==> src/rtl/irq_flag_unit.sv <==
module irq_flag_unit #(
  parameter int AW     = 4,
  parameter int A_PA   = 1,
  parameter int A_T1LO = 4,
  parameter int A_T2LO = 8,
  parameter int A_FLAG = 13,
  parameter int A_EN   = 14
) (
  input  logic          clk,
  input  logic          rst_n,
  input  logic [6:0]    evt,
  input  logic          sel,
  input  logic          we,
  input  logic [AW-1:0] addr,
  input  logic [7:0]    wdata,
  output logic [7:0]    rdata,
  output logic          irq_n
);
  localparam logic [AW-1:0] PA_AD = AW'(A_PA);
  localparam logic [AW-1:0] T1_AD = AW'(A_T1LO);
  localparam logic [AW-1:0] T2_AD = AW'(A_T2LO);
  localparam logic [AW-1:0] FL_AD = AW'(A_FLAG);
  localparam logic [AW-1:0] EN_AD = AW'(A_EN);

  logic [6:0] flags, en, clr;
  logic       rd, wr, pend;

  assign rd   = sel & ~we;
  assign wr   = sel & we;
  assign pend = |(flags & en);
  assign irq_n = ~pend;

  always_comb begin
    clr = '0;
    if (wr && addr == FL_AD) clr = wdata[6:0];
    if (rd && addr == T1_AD) clr[6] = 1'b1;
    if (rd && addr == T2_AD) clr[5] = 1'b1;
    if (sel && addr == PA_AD) clr[1:0] = 2'b11;
  end

  always_ff @(posedge clk or negedge rst_n)
    if (!rst_n) flags <= '0;
    else        flags <= (flags & ~clr) | evt;

  always_ff @(posedge clk or negedge rst_n)
    if (!rst_n) en <= '0;
    else if (wr && addr == EN_AD)
      en <= wdata[7] ? (en | wdata[6:0]) : (en & ~wdata[6:0]);

  always_comb begin
    rdata = 8'h00;
    if (addr == FL_AD)      rdata = {pend, flags};
    else if (addr == EN_AD) rdata = {1'b1, en};
  end
endmodule

==> config.mk <==
export PLATFORM = sky130hd
export DESIGN_NAME = irq_flag_unit
export DESIGN_NICKNAME = d
export VERILOG_FILES = /design/src/rtl/irq_flag_unit.sv
export SDC_FILE = /design/constraint.sdc
export NUM_CORES = 1
export LEC_CHECK = 0
export BUFFER_PORTS_ARGS = -buffer_cell sky130_fd_sc_hd__buf_2
export CORE_MARGIN = 2
export CORE_UTILIZATION = 53
export CTS_BUF_LIST = sky130_fd_sc_hd__clkbuf_4
export CTS_CLUSTER_DIAMETER = 200
export DETAILED_ROUTE_END_ITERATION = 12
export GPL_ROUTABILITY_DRIVEN = 0
export PLACE_DENSITY = 0.86
export SLEW_MARGIN = 20
export SYNTH_ARGS = -nofsm -noshare
export SYNTH_HDL_FRONTEND = slang
export SYNTH_SLANG_ARGS = --single-unit
==> constraint.sdc <==
create_clock -name clk -period 1.7 [get_ports clk]
set_input_delay 0.17 -clock clk [delete_from_list [all_inputs] [get_ports clk]]
set_output_delay 0.17 -clock clk [all_outputs]
set_load 0.02 [all_outputs]
==> reports/qor.yml <==
setup_path:
  crit_buf_inv: 1
  ff2ff_path_depth: 2
  r2r_setup_slack_ns: 0.82
  start_kind: "flip-flop"
  path_cells: "a222oi_1 -> a31oi_1 -> o21ba_2 -> buf_6"
  cp_data_required_time_ns: 1.53
  max_stage_delay_ns: 0.39
  cp_max_fo: 2
  path_depth: 4
  crit_slowest_cell: "a222oi_1"
  critical_path.endpoint_type: "output pin"
  critical_path_class: "flip-flop to output pin"
  cp.arrival_ns: 1.52
  crit_family: "compound AO/OA/AOI/OAI gates"
logic_synthesis:
  synth-warning-count: 0
  synth_edf_count: 0
  syn_inst: 76
  syn-num-nets: 99
  ys_seq_area_share_pct: 42.6
  synth_flop_cell: "dfrtp_1"
  syn_area_per_cell_um2: 10.8
  ys_types: 23
  synth_seq_cells: 14
  netlist_area_um2: 822
  synth_async_sr_flop_share_pct: 100
finish:
  regArea_um2: 350
  final_common_cell: "buf_2"
  final_nets: 138
  stdcell_area_um2: 1040
  fillers: 116
  layout_common_cells: "30 x buf_2, 14 x dfrtp_1, 12 x nand3_1, 9 x a22oi_1, 8 x nor2_1"
  drive_gt1_share_pct: 49.1
  final_util_pct: 70.6
  syn2layout_area_growth_pct: 26.3
  multi_input_area_um2: 425
  n_antenna_cell: 0
sta:
  final-setup-viol-count: 0
  fin_skew_ns: 0
  rsz0062_at_grt: "true"
  max_freq_mhz: 591
  slew_headroom_pct: 74.1
  slew_violations: 0
  hold_violations: 0
  min_period_ns: 1.69
  period_share_pct: 99.6
  hold_slack_ns: 0.0564
  setup_slack_ns: 0.00704
  tightest_slew_ns: 0.383
power:
  power.leakage_nw: 0.467
  ir_drop_mv: 0.503
  total_power_mw: 0.753
  p_per_area_nw_per_um2: 725
floorplanning:
  fp.dieArea_um2: 1880
  num_io_pins: 32
  core_um2: 1470
  die_x_um: 43.4
  initial_core_util_pct: 55.9
  die-height_um: 43.4
  rows: 14
placement:
  hpwl_mm: 1.40
  numPortBuffers: 31
  pre_cts_ws_ns: 0.271
  dpl_cell_area_um2: 973
clocking:
  cts_tree: "built"
  cts_buffers: 3
  clock_sinks: 14
  clockRootBuffer: "clkbuf_4"
  clkLatencyLatePin_ns: 0.28
  htree_levels: 1
  cts_buffer_depth: 2
  path_clk_slew_ns: 0.08
routing:
  vias: 768
  dr.pass1.iters: 4
  viasPerCell: 5.91
  first_iter_violations: 12
  wl_per_cell_um: 14.8
  drt-total-wl_mm: 1.93
  drcViolationCount: 0
  postRouteAntennaNets: 0
worst_hold_path:
  min_to: "flags[4]$_DFF_PN0_"
  worstHoldPathCells: 2
  hp-start: "evt[4]"
  hp-class: "primary input to flip-flop"
flow_run:
  drv_cap: 0
grt:
  antenna_found_initial: 0
  grt_max_degree: 16
  grt_pass1_wl_mm: 3.11
  overflow: 0
  grt_pass1_vias: 775
  grt_usage_pct: 22.6
outcome:
  status: "completed"
==> timing repair <==
item                       CTS  global route
resized for setup            2             0
buffers inserted             3             0
setup endpoints to repair    1             1
hold buffers                 1             0
hold endpoints to repair    14             0
pin swaps                    2             0
==> cells by family after synthesis <==
kind of cell	share of synthesized area, %
AO/OA/AOI/OAI	18.4
buffers and inverters	5.63
flip-flops	42.6
multiplexers	11.0
AND/OR/NAND/NOR	22.4
==> layer usage <==
metal / GRT usage, % / up-vias / part of all wire, %
li1: - / 370 / -
met1: 24.7 / 365 / 41
met2: 39.4 / 25 / 51
met3: 3.75 / 8 / 4.8
met4: 15.8 / 0 / 3.4
met5: 0 / - / 0
==> power breakdown <==
group	internal (mW)	switching (mW)	total, mW
Clock	0.0854	0.109	0.194
Combinational	0.0906	0.0912	0.182
Sequential	0.358	0.0191	0.377
Total	0.534	0.219	0.753
==> synthesized netlist by cell type (2+ instances only) <==
cell	number	area share (%)
buf_4	2	1.8
nand3b_1	2	1.8
dfrtp_1	14	43
a31o_2	4	4.3
a22oi_1	9	8.2
mux2_4	3	5.5
mux2_2	4	5.5
a21o_1	3	2.7
nand3_2	3	3.7
nand3_1	12	7.3
nor2_1	8	3.7
==> worst register-to-register path: stages, from the launching register on <==
cell     delay [ns]
dfrtp_1        0.38
buf_4          0.13
mux2_4         0.25
==> worst max path at each step <==
| stage | start | endpoint | slack (ns) |
|---|---|---|---|
| after floorplan | flags[5]$_DFF_PN0_ | rdata[7] | 0.45 |
| after global placement | flags[5]$_DFF_PN0_ | rdata[7] | 0.28 |
| after detailed placement | flags[5]$_DFF_PN0_ | rdata[7] | 0.27 |
| after CTS | flip-flop | rdata[7] | -0.002 |
| after global routing | flip-flop | rdata[7] | -0.09 |
| final | flip-flop | rdata[7] | 0.007 |
==> per-stage QoR <==
step,setup TNS (ns),instances
finish,0,130
global route,-0.0865,130
CTS,-0.00188,130
detailed placement,0,122
global placement,0,122
floorplan,0,76
==> area by class of cell <==
class / count / share of cell area, %
Clock inverter: 1 / 0.361
Clock buffer: 3 / 2.17
Timing Repair Buffer: 38 / 20.8
Sequential cell: 14 / 33.7
Multi-Input combinational cell: 58 / 41.0
Tap cell: 16 / 1.93
Power figures use the tool's default switching activity.
